===== config.mk =====
export PLATFORM = sky130hd
export DESIGN_NAME = err_status_dual
export DESIGN_NICKNAME = d
export VERILOG_FILES = /design/src/rtl/err_stat_pkg.sv /design/src/rtl/ers_copy.sv /design/src/rtl/ers_cfg_regs.sv /design/src/rtl/ers_alert.sv /design/src/rtl/err_status_dual.sv
export SDC_FILE = /design/constraint.sdc
export NUM_CORES = 1
export LEC_CHECK = 0
export ABC_CLOCK_PERIOD_IN_PS = 3500
export BUFFER_PORTS_ARGS = -buffer_cell sky130_fd_sc_hd__buf_4
export CAP_MARGIN = 20
export CORE_ASPECT_RATIO = 0.9
export CORE_UTILIZATION = 55
export CTS_BUF_LIST = sky130_fd_sc_hd__clkbuf_2
export CTS_CLUSTER_DIAMETER = 200
export DETAILED_ROUTE_END_ITERATION = 10
export MAX_ROUTING_LAYER = met4
export PLACE_DENSITY = 0.76
export SYNTH_ARGS = -nofsm -noshare
export SYNTH_HDL_FRONTEND = slang
export SYNTH_SLANG_ARGS = --single-unit
export TNS_END_PERCENT = 10

===== constraint.sdc =====
create_clock -name clk -period 3.5 [get_ports clk]
set_input_delay 0 -clock clk [delete_from_list [all_inputs] [get_ports clk]]
set_output_delay 0 -clock clk [all_outputs]
set_load 0.03 [all_outputs]

===== src/rtl/err_stat_pkg.sv =====
package err_stat_pkg;
  localparam int ADR_MGMT = 0;
  localparam int ADR_HOST = 1;
  localparam int ADR_MASK = 2;
  localparam int ADR_CTRL = 3;
  localparam int ADR_LIM0 = 4;
  localparam int CTRL_LEGACY_BIT = 0;
  localparam int NUM_COPIES = 2;

  typedef enum int {COPY_MGMT = 0, COPY_HOST = 1} copy_e;
endpackage


===== src/rtl/ers_copy.sv =====
module ers_copy #(
  parameter int N = 8,
  parameter bit RTC_CAPABLE = 1'b0
) (
  input  logic         clk,
  input  logic         rst_n,
  input  logic [N-1:0] evt,
  input  logic [N-1:0] emask,
  input  logic [N-1:0] wr_clr,
  input  logic         rd_hit,
  input  logic         rtc_en,
  output logic [N-1:0] status_q
);
  // Sticky update: set from unmasked events, clear only where event is idle.
  function automatic logic [N-1:0] next_status(
    input logic [N-1:0] cur, input logic [N-1:0] ev,
    input logic [N-1:0] msk, input logic [N-1:0] clr);
    logic [N-1:0] setv, clr_ok;
    setv   = ev & ~msk;
    clr_ok = clr & ~ev;
    return (cur | setv) & ~clr_ok;
  endfunction

  logic [N-1:0] rd_clr;
  logic [N-1:0] clr_req;

  generate
    if (RTC_CAPABLE) begin : g_rtc
      assign rd_clr = {N{rd_hit & rtc_en}};
    end else begin : g_nortc
      logic unused_rd;
      assign unused_rd = rd_hit ^ rtc_en;
      assign rd_clr = '0;
    end
  endgenerate

  assign clr_req = wr_clr | rd_clr;

  always_ff @(posedge clk or negedge rst_n) begin
    if (!rst_n) status_q <= '0;
    else        status_q <= next_status(status_q, evt, emask, clr_req);
  end
endmodule


===== src/rtl/ers_cfg_regs.sv =====
module ers_cfg_regs #(
  parameter int N  = 8,
  parameter int NV = 4,
  parameter int LW = 8
) (
  input  logic          clk,
  input  logic          rst_n,
  input  logic          mask_we,
  input  logic          mode_we,
  input  logic [NV-1:0] lim_we,
  input  logic [N-1:0]  wdata,
  output logic [N-1:0]  mask_q,
  output logic          legacy_q,
  output logic [LW-1:0] lim_q [NV],
  output logic [N-1:0]  eff_mask
);
  import err_stat_pkg::*;

  function automatic logic lim_disables(input logic [LW-1:0] lim);
    return &lim;
  endfunction

  logic [N-1:0] volt_mask;

  always_ff @(posedge clk or negedge rst_n) begin
    if (!rst_n) begin
      mask_q   <= '0;
      legacy_q <= 1'b0;
    end else begin
      if (mask_we) mask_q   <= wdata;
      if (mode_we) legacy_q <= wdata[CTRL_LEGACY_BIT];
    end
  end

  genvar gi;
  generate
    for (gi = 0; gi < NV; gi++) begin : g_lim
      always_ff @(posedge clk or negedge rst_n) begin
        if (!rst_n)          lim_q[gi] <= '1;
        else if (lim_we[gi]) lim_q[gi] <= wdata[LW-1:0];
      end
      assign volt_mask[gi] = lim_disables(lim_q[gi]);
    end
    for (gi = NV; gi < N; gi++) begin : g_nolim
      assign volt_mask[gi] = 1'b0;
    end
  endgenerate

  assign eff_mask = mask_q | volt_mask;
endmodule


===== src/rtl/ers_alert.sv =====
module ers_alert #(
  parameter int N = 8
) (
  input  logic         clk,
  input  logic         rst_n,
  input  logic [N-1:0] status,
  input  logic [N-1:0] emask,
  output logic         alert_q
);
  function automatic logic any_live(input logic [N-1:0] st, input logic [N-1:0] m);
    return |(st & ~m);
  endfunction

  always_ff @(posedge clk or negedge rst_n) begin
    if (!rst_n) alert_q <= 1'b0;
    else        alert_q <= any_live(status, emask);
  end
endmodule


===== src/rtl/err_status_dual.sv =====
module err_status_dual #(
  parameter int N  = 8,
  parameter int NV = 4,
  parameter int LW = 8,
  localparam int ADDR_W = $clog2(4 + NV)
) (
  input  logic              clk,
  input  logic              rst_n,
  input  logic [N-1:0]      evt_i,
  input  logic              acc_valid_i,
  input  logic              acc_write_i,
  input  logic [ADDR_W-1:0] acc_addr_i,
  input  logic [N-1:0]      acc_wdata_i,
  output logic [N-1:0]      acc_rdata_o,
  output logic              alert_o
);
  import err_stat_pkg::*;

  logic wr_hit, rd_hit;
  logic sel_mgmt, sel_host, sel_mask, sel_ctrl;
  logic [NV-1:0] sel_lim;
  logic [N-1:0] copy_q [NUM_COPIES];
  logic [N-1:0] mgmt_q, host_q;
  logic [N-1:0] mask_q, eff_mask;
  logic         legacy_q;
  logic [LW-1:0] lim_q [NV];

  assign wr_hit   = acc_valid_i & acc_write_i;
  assign rd_hit   = acc_valid_i & ~acc_write_i;
  assign sel_mgmt = acc_addr_i == ADDR_W'(ADR_MGMT);
  assign sel_host = acc_addr_i == ADDR_W'(ADR_HOST);
  assign sel_mask = acc_addr_i == ADDR_W'(ADR_MASK);
  assign sel_ctrl = acc_addr_i == ADDR_W'(ADR_CTRL);

  genvar gi;
  generate
    for (gi = 0; gi < NV; gi++) begin : g_sel
      assign sel_lim[gi] = acc_addr_i == ADDR_W'(ADR_LIM0 + gi);
    end

    for (gi = 0; gi < NUM_COPIES; gi++) begin : g_copy
      logic csel;
      assign csel = (gi == COPY_MGMT) ? sel_mgmt : sel_host;
      ers_copy #(.N(N), .RTC_CAPABLE(gi == COPY_MGMT)) u_copy (
        .clk     (clk),
        .rst_n   (rst_n),
        .evt     (evt_i),
        .emask   (eff_mask),
        .wr_clr  ((wr_hit & csel) ? acc_wdata_i : '0),
        .rd_hit  (rd_hit & csel),
        .rtc_en  (legacy_q),
        .status_q(copy_q[gi])
      );
    end
  endgenerate

  assign mgmt_q = copy_q[COPY_MGMT];
  assign host_q = copy_q[COPY_HOST];

  ers_cfg_regs #(.N(N), .NV(NV), .LW(LW)) u_cfg (
    .clk     (clk),
    .rst_n   (rst_n),
    .mask_we (wr_hit & sel_mask),
    .mode_we (wr_hit & sel_ctrl),
    .lim_we  (sel_lim & {NV{wr_hit}}),
    .wdata   (acc_wdata_i),
    .mask_q  (mask_q),
    .legacy_q(legacy_q),
    .lim_q   (lim_q),
    .eff_mask(eff_mask)
  );

  ers_alert #(.N(N)) u_alert (
    .clk    (clk),
    .rst_n  (rst_n),
    .status (mgmt_q),
    .emask  (eff_mask),
    .alert_q(alert_o)
  );

  always_comb begin
    acc_rdata_o = '0;
    if (sel_mgmt)      acc_rdata_o = mgmt_q;
    else if (sel_host) acc_rdata_o = host_q;
    else if (sel_mask) acc_rdata_o = mask_q;
    else if (sel_ctrl) acc_rdata_o[CTRL_LEGACY_BIT] = legacy_q;
    else begin
      for (int i = 0; i < NV; i++)
        if (sel_lim[i]) acc_rdata_o[LW-1:0] = lim_q[i];
    end
  end
endmodule


==> results of run 1 <==
through the flow:
step / instance area [um2] / cells / setup WS (ns)
after global routing: 3760 / 436 / 1.31
after detailed placement: 3430 / 395 / 1.68
final: 3760 / 436 / 1.44
after global placement: 3430 / 395 / 1.71
after floorplan: 3220 / 314 / 1.84
after CTS: 3760 / 436 / 1.46
cells in the mapped netlist:
library cell and number:
nand3_4 1, nor2_2 3, and3_4 1, a21oi_1 49, a31oi_1 3, o221ai_1 7, o211ai_1 7, a222oi_1 1
buf_6 2, nand4b_1 1, nor2_1 19, buf_4 5, nand2b_1 3, dfrtp_1 26, nand2_1 23, nor2b_1 2
a41oi_1 1, or3_1 1, nor4_1 1, mux2_2 26, and4_1 8, nand3_1 20, buf_2 3, a211oi_1 1
a221oi_1 1, nor3b_4 1, o21ai_0 20, mux2i_1 7, and3b_1 1, dfstp_2 32, inv_1 10, o22ai_1 2
mux2_4 15, clkbuf_1 10, o32ai_1 1
worst paths after layout:
kind                                 start                            to  slack (ns)
setup / recovery            u_cfg.legacy_q                acc_rdata_o[0]        1.44
hold / removal               acc_addr_i[0]                u_cfg.legacy_q        0.05
setup reg to reg            u_cfg.legacy_q  g_copy[0].u_copy.status_q[4]        1.45
hold reg to reg            u_cfg.lim_q[30]               u_cfg.lim_q[30]        0.51
max in group asynchronous            rst_n  g_copy[0].u_copy.status_q[1]        2.94
min in group asynchronous            rst_n               u_cfg.mask_q[2]        0.07
power by group through the flow:
stage / Combinational, uW / Sequential [uW] / Clock (uW)
global route: 491 / 1000 / 367
CTS: 452 / 982 / 341
global placement: 417 / 986 / 0
finish: 453 / 986 / 338
detailed placement: 428 / 990 / 0
floorplan: 313 / 944 / 0
area by class of cell:
type | count | share of cell area
sequential | 58 | 0.397
inverter | 10 | 0.00999
multi-input combinational | 226 | 0.420
timing repair buffer | 56 | 0.129
tap | 70 | 0.0233
clock inverter | 4 | 0.00500
clock buffer | 12 | 0.0160
flip-flops by register name, summed over array words and instances (netlist names):
signal,cells
u_cfg.mask_q,8
u_alert.alert_q,1
u_cfg.lim_q,32
g_copy.u_copy.status_q,16
u_cfg.legacy_q,1
layer usage:
metal | track usage | wire, um | vias up
li1 | - | - | 1245
met1 | 0.411 | 3730 | 1290
met2 | 0.413 | 3560 | 109
met3 | 0.0748 | 630 | 27
met4 | 0.128 | 276 | 0
met5 | - | 0 | -
worst register-to-register path, stage by stage, from the launching register on:
cell and delay (ns):
dfrtp_1 0.36, nor2b_1 0.28, nand4b_1 0.41, a31oi_1 0.29, dlygate4sd3_1 0.57, a21oi_1 0.04
what timing repair did:
action,CTS,global route
endpoints found under the setup margin,0,0
hold buffers,25,0
hold endpoints to repair,115,0
cells by family after synthesis:
logic type             count (synthesis)  share of synthesized area
AOI/OAI and AO/OA                     93                      0.166
buffers and inverters                 30                     0.0466
DFF                                   58                      0.463
muxes                                 48                      0.183
and+or+nand+nor                       85                      0.141
==> impl_metrics.prom, run 1 <==
# TYPE chip_impl_metric gauge
chip_impl_info{name="run_status",value="completed"} 1
chip_impl_metric{name="combinationalPowerShare",unit=""} 0.255
chip_impl_metric{name="cp.buffers_inverters",unit=""} 1
chip_impl_metric{name="rr_worst_depth",unit=""} 5
chip_impl_metric{name="clock.fmax",unit="GHz"} 0.485
chip_impl_metric{name="path_clk_slew",unit="ns"} 0.14
chip_impl_metric{name="finalNetCount",unit=""} 384
chip_impl_metric{name="synthToLayoutAreaGrowth",unit="%"} 16.7
chip_impl_metric{name="final_core_utilization",unit=""} 0.664
chip_impl_metric{name="hold_slack",unit="ns"} 0.0481
chip_impl_metric{name="io_buffer_count",unit=""} 31
chip_impl_metric{name="power_density",unit="nW/um2"} 473
chip_impl_metric{name="slew_violations",unit=""} 0
chip_impl_metric{name="core.rowCount",unit=""} 26
chip_impl_metric{name="drt_iter0_drc",unit=""} 288
chip_impl_metric{name="grt_max_degree",unit=""} 59
chip_impl_metric{name="io-pin-count",unit=""} 32
chip_impl_metric{name="power.ir.vdd_worst",unit="mV"} 0.329
chip_impl_info{name="crit_path_top_delay_cell",value="dfrtp_1"} 1
chip_impl_metric{name="avgViaCountPerCell",unit=""} 6.13
chip_impl_info{name="layout.cells.most_common_list",value="49 x a21oi_1, 32 x dfstp_2, 31 x buf_4"} 1
chip_impl_metric{name="seqCellArea",unit="um2"} 1490
chip_impl_metric{name="fillers",unit=""} 456
chip_impl_metric{name="initial_cell_density_of_the_core",unit=""} 0.569
chip_impl_info{name="grt_setup_unrepaired",value="no"} 1
chip_impl_metric{name="numCtsBuffers",unit=""} 9
chip_impl_metric{name="period_share",unit=""} 0.590
chip_impl_metric{name="wl_per_cell",unit="um"} 18.8
chip_impl_metric{name="worst_ep_required_time",unit="ns"} 3.50
chip_impl_metric{name="switching_pwr",unit="uW"} 587
chip_impl_metric{name="cts-htree-levels",unit=""} 3
chip_impl_metric{name="netlist.area_leader.share",unit=""} 0.261
chip_impl_metric{name="remaining_drc_errors",unit=""} 0
chip_impl_metric{name="globalRouteOverflowTotal",unit=""} 0
chip_impl_metric{name="cp.arrival",unit="ns"} 2.06
chip_impl_metric{name="synth-seq-cells",unit=""} 58
chip_impl_metric{name="timing.max_cap.violations",unit=""} 0
chip_impl_metric{name="post_synth.cell_area_avg",unit="um2"} 10.3
chip_impl_metric{name="p_clk_frac",unit=""} 0.190
chip_impl_metric{name="drtAntennaViolNets",unit=""} 0
chip_impl_metric{name="clockBufferDepth",unit=""} 2
chip_impl_metric{name="detail_route.wirelength",unit="mm"} 8.20
chip_impl_info{name="worstSetupStartpointType",value="register"} 1
chip_impl_metric{name="worstSkewPairLatency",unit="ns"} 0.51
chip_impl_metric{name="worst_hold_path.num_cells",unit=""} 3
chip_impl_metric{name="post_synth_inst_count",unit=""} 314
chip_impl_metric{name="setup-tns-final",unit="ns"} 0
chip_impl_metric{name="grt_pass1_wl",unit="mm"} 12.8
chip_impl_metric{name="vias",unit=""} 2671
chip_impl_metric{name="count_of_warnings_emitted_by_yosys",unit=""} 0
chip_impl_metric{name="p_total",unit="uW"} 1780
chip_impl_info{name="cts-root-buf",value="clkbuf_2"} 1
chip_impl_metric{name="initial_antenna_violation_count",unit=""} 0
chip_impl_info{name="timing_worst_setup_path_type",value="register to output pin"} 1
chip_impl_metric{name="cts.sinks",unit=""} 58
chip_impl_metric{name="core_area",unit="um2"} 5660
chip_impl_metric{name="first_pass_iters",unit=""} 4
chip_impl_metric{name="finalSetupViolCount",unit=""} 0
chip_impl_metric{name="cp_num_cells",unit=""} 5
chip_impl_info{name="mostFrequentLayoutCell",value="a21oi_1"} 1
chip_impl_metric{name="yosysSeqAreaShare",unit=""} 0.463
chip_impl_metric{name="fin_skew",unit="ns"} 0.0257
chip_impl_metric{name="timing.critical_path.slowest_cell_delay",unit="ns"} 0.36
chip_impl_metric{name="critical_path_peak_fanout",unit=""} 2
chip_impl_info{name="end_kind",value="output pin"} 1
chip_impl_metric{name="place_congestion",unit=""} 0.882
chip_impl_info{name="worstPathCellList",value="nor2b_1 -> a21oi_1 -> mux2_2 -> a221oi_1 -> buf_4"} 1
chip_impl_metric{name="hold_viol_final",unit=""} 0
chip_impl_info{name="worstHoldPathType",value="input port to register"} 1
chip_impl_metric{name="postCtsResizedCells",unit=""} 0
chip_impl_metric{name="insertedDiodeCount",unit=""} 0
chip_impl_metric{name="floorplan.die.height",unit="um"} 74.6
chip_impl_info{name="yosysTopAreaCell",value="dfstp_2"} 1
chip_impl_metric{name="dieWidth",unit="um"} 82.6
chip_impl_metric{name="worst-slew-pin-transition",unit="ns"} 1.07
chip_impl_metric{name="p_seq_frac",unit=""} 0.555
chip_impl_metric{name="syn_area",unit="um2"} 3220
chip_impl_metric{name="layout-drive-gt1-share",unit=""} 0.342
chip_impl_metric{name="number_of_global_route_vias_before_repair",unit=""} 2507
chip_impl_metric{name="dp.final_hpwl",unit="mm"} 5.44
chip_impl_metric{name="leakage",unit="uW"} 0.00156
chip_impl_metric{name="sw_frac_of_total",unit=""} 0.330
chip_impl_metric{name="synthesis.nets",unit=""} 337
chip_impl_metric{name="period_minus_slack",unit="ns"} 2.06
chip_impl_metric{name="postCtsSetupBuffers",unit=""} 0
chip_impl_info{name="cp_top_family",value="compound AO/OA/AOI/OAI gates"} 1
chip_impl_metric{name="timing.max_slew.rel_slack",unit=""} 0.282
chip_impl_info{name="cts_tree",value="yes"} 1
chip_impl_metric{name="global_route.usage.total",unit=""} 0.298
chip_impl_info{name="ys_top_cells_by_area",value="dfstp_2 26%, dfrtp_1 20%, mux2_2 9.1%, a21oi_1 7.6%, mux2_4 7.0%"} 1
chip_impl_metric{name="synth_cell_types",unit=""} 35
chip_impl_metric{name="internal_power",unit="uW"} 1190
chip_impl_metric{name="die-area",unit="um2"} 6160
chip_impl_metric{name="multi_input_area",unit="um2"} 1580
Power figures use the tool's default switching activity.
==> inputs of run 2 (changes only) <==
Settings changed: ABC_CLOCK_PERIOD_IN_PS 3500 to 1700, PLACE_DENSITY 0.76 to 0.79.
Clock period 3.5 ns to 1.7 ns, I/O delays scaled along.
==> impl_metrics.prom, run 2 (synthesized netlist as in run 1, its figures left out) <==
# TYPE chip_impl_metric gauge
chip_impl_metric{name="wl_per_cell",unit="um"} 18.8
chip_impl_metric{name="io-pin-count",unit=""} 32
chip_impl_metric{name="worstSkewPairLatency",unit="ns"} 0.49
chip_impl_info{name="worstSetupStartpointType",value="register"} 1
chip_impl_metric{name="place_congestion",unit=""} 0.849
chip_impl_metric{name="grt_max_degree",unit=""} 59
chip_impl_metric{name="dieWidth",unit="um"} 82.6
chip_impl_metric{name="detail_route.wirelength",unit="mm"} 8.41
chip_impl_metric{name="finalNetCount",unit=""} 394
chip_impl_metric{name="dp.cells",unit=""} 404
chip_impl_metric{name="drt_iter0_drc",unit=""} 191
chip_impl_metric{name="synthToLayoutAreaGrowth",unit="%"} 21.3
chip_impl_metric{name="leakage",unit="uW"} 0.00161
chip_impl_metric{name="vias",unit=""} 2764
chip_impl_info{name="worstHoldPathType",value="input port to register"} 1
chip_impl_metric{name="core.rowCount",unit=""} 26
chip_impl_metric{name="met3_wirelength",unit="um"} 565
chip_impl_info{name="timing_worst_setup_path_type",value="register to output pin"} 1
chip_impl_metric{name="p_total",unit="uW"} 3840
chip_impl_metric{name="timing.max_slew.rel_slack",unit=""} 0.523
chip_impl_metric{name="power.ir.vdd_worst",unit="mV"} 0.624
chip_impl_metric{name="period_minus_slack",unit="ns"} 1.94
chip_impl_metric{name="fillers",unit=""} 446
chip_impl_info{name="run_status",value="complete, but fails checks"} 1
chip_impl_info{name="cts-root-buf",value="clkbuf_2"} 1
chip_impl_metric{name="drtAntennaViolNets",unit=""} 0
chip_impl_metric{name="critical_path_peak_fanout",unit=""} 3
chip_impl_metric{name="core_area",unit="um2"} 5660
chip_impl_info{name="grt_setup_unrepaired",value="yes"} 1
chip_impl_metric{name="cts.sinks",unit=""} 58
chip_impl_info{name="cts_tree",value="yes"} 1
chip_impl_info{name="violations",value="negative setup slack"} 1
chip_impl_metric{name="avgViaCountPerCell",unit=""} 6.20
chip_impl_metric{name="path_clk_slew",unit="ns"} 0.16
chip_impl_metric{name="finalSetupViolCount",unit=""} 7
chip_impl_info{name="largest_reg_by_ff_count",value="u_cfg.lim_q"} 1
chip_impl_metric{name="met2_length",unit="mm"} 3.92
chip_impl_metric{name="initial_cell_density_of_the_core",unit=""} 0.569
chip_impl_metric{name="timing.max_cap.violations",unit=""} 0
chip_impl_metric{name="layout-drive-gt1-share",unit=""} 0.380
chip_impl_metric{name="timing.critical_path.slowest_cell_delay",unit="ns"} 0.60
chip_impl_metric{name="global_route.usage.total",unit=""} 0.308
chip_impl_metric{name="met1_length",unit="mm"} 3.63
chip_impl_metric{name="grt_pass1_wl",unit="mm"} 13.1
chip_impl_metric{name="period_share",unit=""} 1.14
chip_impl_metric{name="floorplan.die.height",unit="um"} 74.6
chip_impl_metric{name="fin_skew",unit="ns"} 0.0146
chip_impl_info{name="top_signal_layer_used",value="met4"} 1
chip_impl_metric{name="io_buffer_count",unit=""} 31
chip_impl_metric{name="stdcell_count",unit=""} 446
chip_impl_metric{name="hold_viol_final",unit=""} 0
chip_impl_metric{name="die-area",unit="um2"} 6160
chip_impl_metric{name="cp.arrival",unit="ns"} 1.94
chip_impl_metric{name="largest_reg_flops",unit=""} 32
chip_impl_metric{name="initial_antenna_violation_count",unit=""} 0
chip_impl_info{name="layout.cells.most_common_list",value="46 x a21oi_1, 42 x buf_4, 32 x dfstp_2"} 1
chip_impl_metric{name="setup_slack",unit="ns"} -0.245
chip_impl_metric{name="slew_violations",unit=""} 0
chip_impl_metric{name="worst_ep_required_time",unit="ns"} 1.70
chip_impl_metric{name="dp.final_hpwl",unit="mm"} 5.48
chip_impl_info{name="mostFrequentLayoutCell",value="a21oi_1"} 1
chip_impl_metric{name="first_pass_iters",unit=""} 5
chip_impl_metric{name="clock.fmax",unit="GHz"} 0.514
chip_impl_metric{name="insertedDiodeCount",unit=""} 0
chip_impl_info{name="end_kind",value="output pin"} 1
chip_impl_metric{name="remaining_drc_errors",unit=""} 0
chip_impl_metric{name="worst-slew-pin-transition",unit="ns"} 0.716
chip_impl_info{name="crit_path_top_delay_cell",value="dfstp_2"} 1
chip_impl_metric{name="power_density",unit="nW/um2"} 983
chip_impl_info{name="layout_top_registers",value="u_cfg.lim_q (32), g_copy.u_copy.status_q (16), u_cfg.mask_q (8)"} 1
chip_impl_metric{name="clockBufferDepth",unit=""} 2
chip_impl_info{name="worstPathCellList",value="nand3_4 -> a21oi_4 -> o32ai_2 -> a221oi_2 -> buf_4"} 1
chip_impl_metric{name="globalRouteOverflowTotal",unit=""} 0
chip_impl_metric{name="timing.reg2reg.setup_slack",unit="ns"} 0.15
chip_impl_metric{name="cts-htree-levels",unit=""} 3
chip_impl_metric{name="numCtsBuffers",unit=""} 9
chip_impl_metric{name="number_of_global_route_vias_before_repair",unit=""} 2609
run 2: cell types whose count changed in the layout (fill, tap and decap cells not counted), sizes merged:
cell,delta
buf,+11
bufinv,+1
clkbuf,-3
clkinv,+1
clkinvlp,+1
dlygate4sd3,-1
run 2: cell type report:
cell class	count	area, um2	share of cell area
Clock buffer	9	45.0	0.0115
Clock inverter	7	60.1	0.0154
Inverter	10	37.5	0.00962
Multi-Input combinational cell	226	1630	0.416
Sequential cell	58	1490	0.382
Tap cell	70	87.6	0.0224
Timing Repair Buffer	66	556	0.142
run 2: worst max-delay path, delay by kind of cell (launching register included):
family,cells,cell delay [ns]
DFF,1,0.60
AOI/OAI and AO/OA,3,0.57
buffers and inverters,1,0.21
and+or+nand+nor,1,0.08
run 2: what timing repair did:
action | 4_1_cts | 5_1_grt
endpoints found under the setup margin | 8 | 8
buffers inserted | 2 | 0
gates resized for setup | 4 | 6
pin swaps | 2 | 3
endpoints found under the hold margin | 115 | 0
hold buffers | 24 | 0
run 2: stage by stage:
step / setup WS (ns) / TNS, ns / instance area (um2) / hold WS (ns) / util
6_report: -0.245 / -0.633 / 3900 / 0.0383 / 0.690
5_1_grt: -0.363 / -1.62 / 3900 / 0.0188 / 0.690
4_1_cts: -0.226 / -0.709 / 3870 / 0.00385 / 0.684
3_5_place_dp: 0.253 / 0 / 3490 / 0.0986 / 0.617
3_3_place_gp: 0.249 / 0 / 3490 / 0.0948 / 0.617
2_1_floorplan: 0.0411 / 0 / 3220 / -0.296 / -
run 2: worst paths after layout:
check,from,endpoint,cells after the start
setup / recovery,u_cfg.lim_q[8],acc_rdata_o[0],5
hold / removal,acc_valid_i,g_copy[0].u_copy.status_q[0],5
setup reg to reg,u_cfg.lim_q[0],u_alert.alert_q,5
hold reg to reg,u_cfg.lim_q[30],u_cfg.lim_q[30],2
max in group asynchronous,rst_n,u_cfg.mask_q[0],2
min in group asynchronous,rst_n,g_copy[1].u_copy.status_q[6],2
run 2: layer usage:
layer / up-vias / track usage
met5: - / -
met4: 0 / 0.134
li1: 1268 / -
met3: 32 / 0.0920
met2: 121 / 0.458
met1: 1343 / 0.389
run 2: power by group:
part | total [uW] | switching, uW | internal, uW
Sequential | 2030 | 256 | 1780
Combinational | 982 | 475 | 507
Clock | 825 | 503 | 322
Total | 3840 | 1230 | 2600
==> inputs of run 3 (changes only) <==
--- a/config.mk
+++ b/config.mk
@@ -17,2 +17,3 @@
 export PLACE_DENSITY = 0.79
+export REMOVE_ABC_BUFFERS = 1
 export SYNTH_ARGS = -nofsm -noshare
==> constraint.sdc (replaced) <==
create_clock -name clk -period 1.7 [get_ports clk]
set_input_delay 0.425 -clock clk [delete_from_list [all_inputs] [get_ports clk]]
set_output_delay 0.425 -clock clk [all_outputs]
set_load 0.03 [all_outputs]
==> impl_metrics.prom, run 3 (synthesized netlist as in run 1, its figures left out) <==
# TYPE chip_impl_metric gauge
chip_impl_info{name="run_status",value="complete, but fails checks"} 1
chip_impl_info{name="violations",value="negative setup slack"} 1
chip_impl_metric{name="dp.final_hpwl",unit="mm"} 5.77
chip_impl_metric{name="period_minus_slack",unit="ns"} 2.28
chip_impl_metric{name="finalSetupViolCount",unit=""} 8
chip_impl_metric{name="setup_slack",unit="ns"} -0.578
chip_impl_metric{name="worst_hold_path.num_cells",unit=""} 3
chip_impl_metric{name="critical_path_peak_fanout",unit=""} 2
chip_impl_metric{name="path_clk_slew",unit="ns"} 0.18
chip_impl_metric{name="dieWidth",unit="um"} 82.6
chip_impl_metric{name="cp.arrival",unit="ns"} 1.85
chip_impl_metric{name="timing.reg2reg.setup_slack",unit="ns"} 0.04
chip_impl_metric{name="io_buffer_count",unit=""} 31
chip_impl_metric{name="synthToLayoutAreaGrowth",unit="%"} 22.1
chip_impl_info{name="cts-root-buf",value="clkbuf_2"} 1
chip_impl_info{name="mostFrequentLayoutCell",value="buf_4"} 1
chip_impl_info{name="largest_reg_by_ff_count",value="u_cfg.lim_q"} 1
chip_impl_metric{name="remaining_drc_errors",unit=""} 0
chip_impl_metric{name="leakage",unit="uW"} 0.00166
chip_impl_info{name="grt_setup_unrepaired",value="yes"} 1
chip_impl_info{name="end_kind",value="output pin"} 1
chip_impl_info{name="min_delay_worst_endpoint",value="g_copy[1].u_copy.status_q[0]"} 1
chip_impl_metric{name="final_core_utilization",unit=""} 0.695
chip_impl_metric{name="floorplan.die.height",unit="um"} 74.6
chip_impl_metric{name="global_route.usage.total",unit=""} 0.312
chip_impl_metric{name="die-area",unit="um2"} 6160
chip_impl_metric{name="finalNetCount",unit=""} 401
chip_impl_metric{name="slew_violations",unit=""} 0
chip_impl_metric{name="first_pass_iters",unit=""} 4
chip_impl_metric{name="initial_antenna_violation_count",unit=""} 0
chip_impl_metric{name="timing.max_cap.violations",unit=""} 0
chip_impl_metric{name="drtAntennaViolNets",unit=""} 0
chip_impl_metric{name="drt_iter0_drc",unit=""} 216
chip_impl_metric{name="timing.max_slew.rel_slack",unit=""} 0.733
chip_impl_metric{name="globalRouteOverflowTotal",unit=""} 0
chip_impl_metric{name="cts-htree-levels",unit=""} 3
chip_impl_metric{name="largest_reg_flops",unit=""} 32
chip_impl_info{name="layout.cells.most_common_list",value="70 x buf_4, 39 x a21oi_1, 32 x dfstp_2"} 1
chip_impl_metric{name="core_area",unit="um2"} 5660
chip_impl_metric{name="worstSkewPairLatency",unit="ns"} 0.51
chip_impl_metric{name="clock.fmax",unit="GHz"} 0.439
chip_impl_metric{name="number_of_global_route_vias_before_repair",unit=""} 2712
chip_impl_info{name="layout_top_registers",value="u_cfg.lim_q (32), g_copy.u_copy.status_q (16), u_cfg.mask_q (8)"} 1
chip_impl_metric{name="period_share",unit=""} 1.34
chip_impl_metric{name="fin_skew",unit="ns"} 0.0321
chip_impl_metric{name="rr_worst_depth",unit=""} 6
chip_impl_metric{name="avgViaCountPerCell",unit=""} 6.17
chip_impl_metric{name="worst-slew-pin-transition",unit="ns"} 0.397
chip_impl_info{name="reg2reg_from",value="u_cfg.lim_q[0]"} 1
chip_impl_metric{name="grt_pass1_wl",unit="mm"} 13.4
chip_impl_info{name="cts_tree",value="yes"} 1
chip_impl_metric{name="grt_max_degree",unit=""} 33
chip_impl_metric{name="vias",unit=""} 2795
chip_impl_metric{name="hold_slack",unit="ns"} 0.119
chip_impl_metric{name="io-pin-count",unit=""} 32
chip_impl_metric{name="place_congestion",unit=""} 0.853
chip_impl_info{name="timing_worst_setup_path_type",value="register to output pin"} 1
chip_impl_info{name="worstHoldPathType",value="input port to register"} 1
chip_impl_metric{name="hold_viol_final",unit=""} 0
chip_impl_metric{name="wl_per_cell",unit="um"} 18.8
chip_impl_metric{name="numCtsBuffers",unit=""} 9
chip_impl_metric{name="core.rowCount",unit=""} 26
chip_impl_metric{name="power.ir.vdd_worst",unit="mV"} 0.592
chip_impl_metric{name="layout-drive-gt1-share",unit=""} 0.488
chip_impl_info{name="reg2reg_to",value="u_alert.alert_q"} 1
chip_impl_info{name="worstSetupStartpointType",value="register"} 1
chip_impl_metric{name="worst_ep_required_time",unit="ns"} 1.27
chip_impl_metric{name="power_density",unit="nW/um2"} 958
chip_impl_metric{name="detail_route.wirelength",unit="mm"} 8.50
chip_impl_metric{name="clockBufferDepth",unit=""} 2
chip_impl_metric{name="initial_cell_density_of_the_core",unit=""} 0.569
chip_impl_info{name="worst_hold_startpoint",value="evt_i[0]"} 1
chip_impl_metric{name="cts.sinks",unit=""} 58
chip_impl_metric{name="insertedDiodeCount",unit=""} 0
chip_impl_metric{name="setup-tns-final",unit="ns"} -3.14
## run 3: changes by cell type in the layout (fill, tap and decap cells not counted), sizes merged
| cell | previous run | this run |
|---|---|---|
| buf | 42 | 72 |
| dlygate4sd3 | 24 | 1 |
| clkbuf | 9 | 11 |
| bufinv | 1 | 0 |
| clkinvlp | 1 | 0 |
## run 3: power breakdown
group,total (uW),switching [uW],internal [uW]
registers,2020,244,1780
logic,1060,507,555
clock network,685,499,186
total,3770,1250,2520
## run 3: timing repair
action	CTS	global route
hold buffers	1	0
pin swaps	5	4
hold endpoints to repair	17	0
gates resized for setup	23	14
buffers inserted	1	0
endpoints found under the setup margin	8	9
## run 3: worst max-delay path by stage
stage / start / to / slack (ns) / depth (start not counted)
3_5_place_dp: acc_addr_i[2] / acc_rdata_o[0] / -0.31 / 6
3_3_place_gp: acc_addr_i[2] / acc_rdata_o[0] / -0.24 / 6
6_report: u_cfg.lim_q[16] / acc_rdata_o[0] / -0.58 / 4
2_1_floorplan: acc_addr_i[0] / acc_rdata_o[1] / -0.54 / 3
5_1_grt: u_cfg.lim_q[24] / acc_rdata_o[0] / -0.66 / 5
4_1_cts: u_cfg.lim_q[16] / acc_rdata_o[0] / -0.56 / 4
## run 3: area by class of cell
type,count,area [um2]
multi-input cells,226,1660
well taps,70,87.6
clock inverters,5,21.3
inverters,10,37.5
clock buffers,11,55.1
fillers,428,1730
flip-flops and latches,58,1500
repair buffers,73,576
## run 3: per-stage QoR
stage,worst slack (ns),power (uW),area [um2],std cells
5_1_grt,-0.664,3970,3930,453
2_1_floorplan,-0.541,2540,3110,294
3_5_place_dp,-0.308,3010,3750,435
3_3_place_gp,-0.237,2970,3750,435
4_1_cts,-0.561,3740,3890,453
6_report,-0.578,3770,3930,453
## run 3: worst max-delay path: stages, from the launching register on
cell,delay (ns)
dfstp_2,0.58
nand2_2,0.05
mux2_4,0.27
a221oi_2,0.26
buf_4,0.19
## run 3: routing by layer
layer | track usage | vias to the layer above | share of wire
li1 | - | 1288 | -
met1 | 0.403 | 1371 | 0.41
met2 | 0.442 | 115 | 0.47
met3 | 0.117 | 21 | 0.10
met4 | 0.121 | 0 | 0.020
met5 | - | - | 0
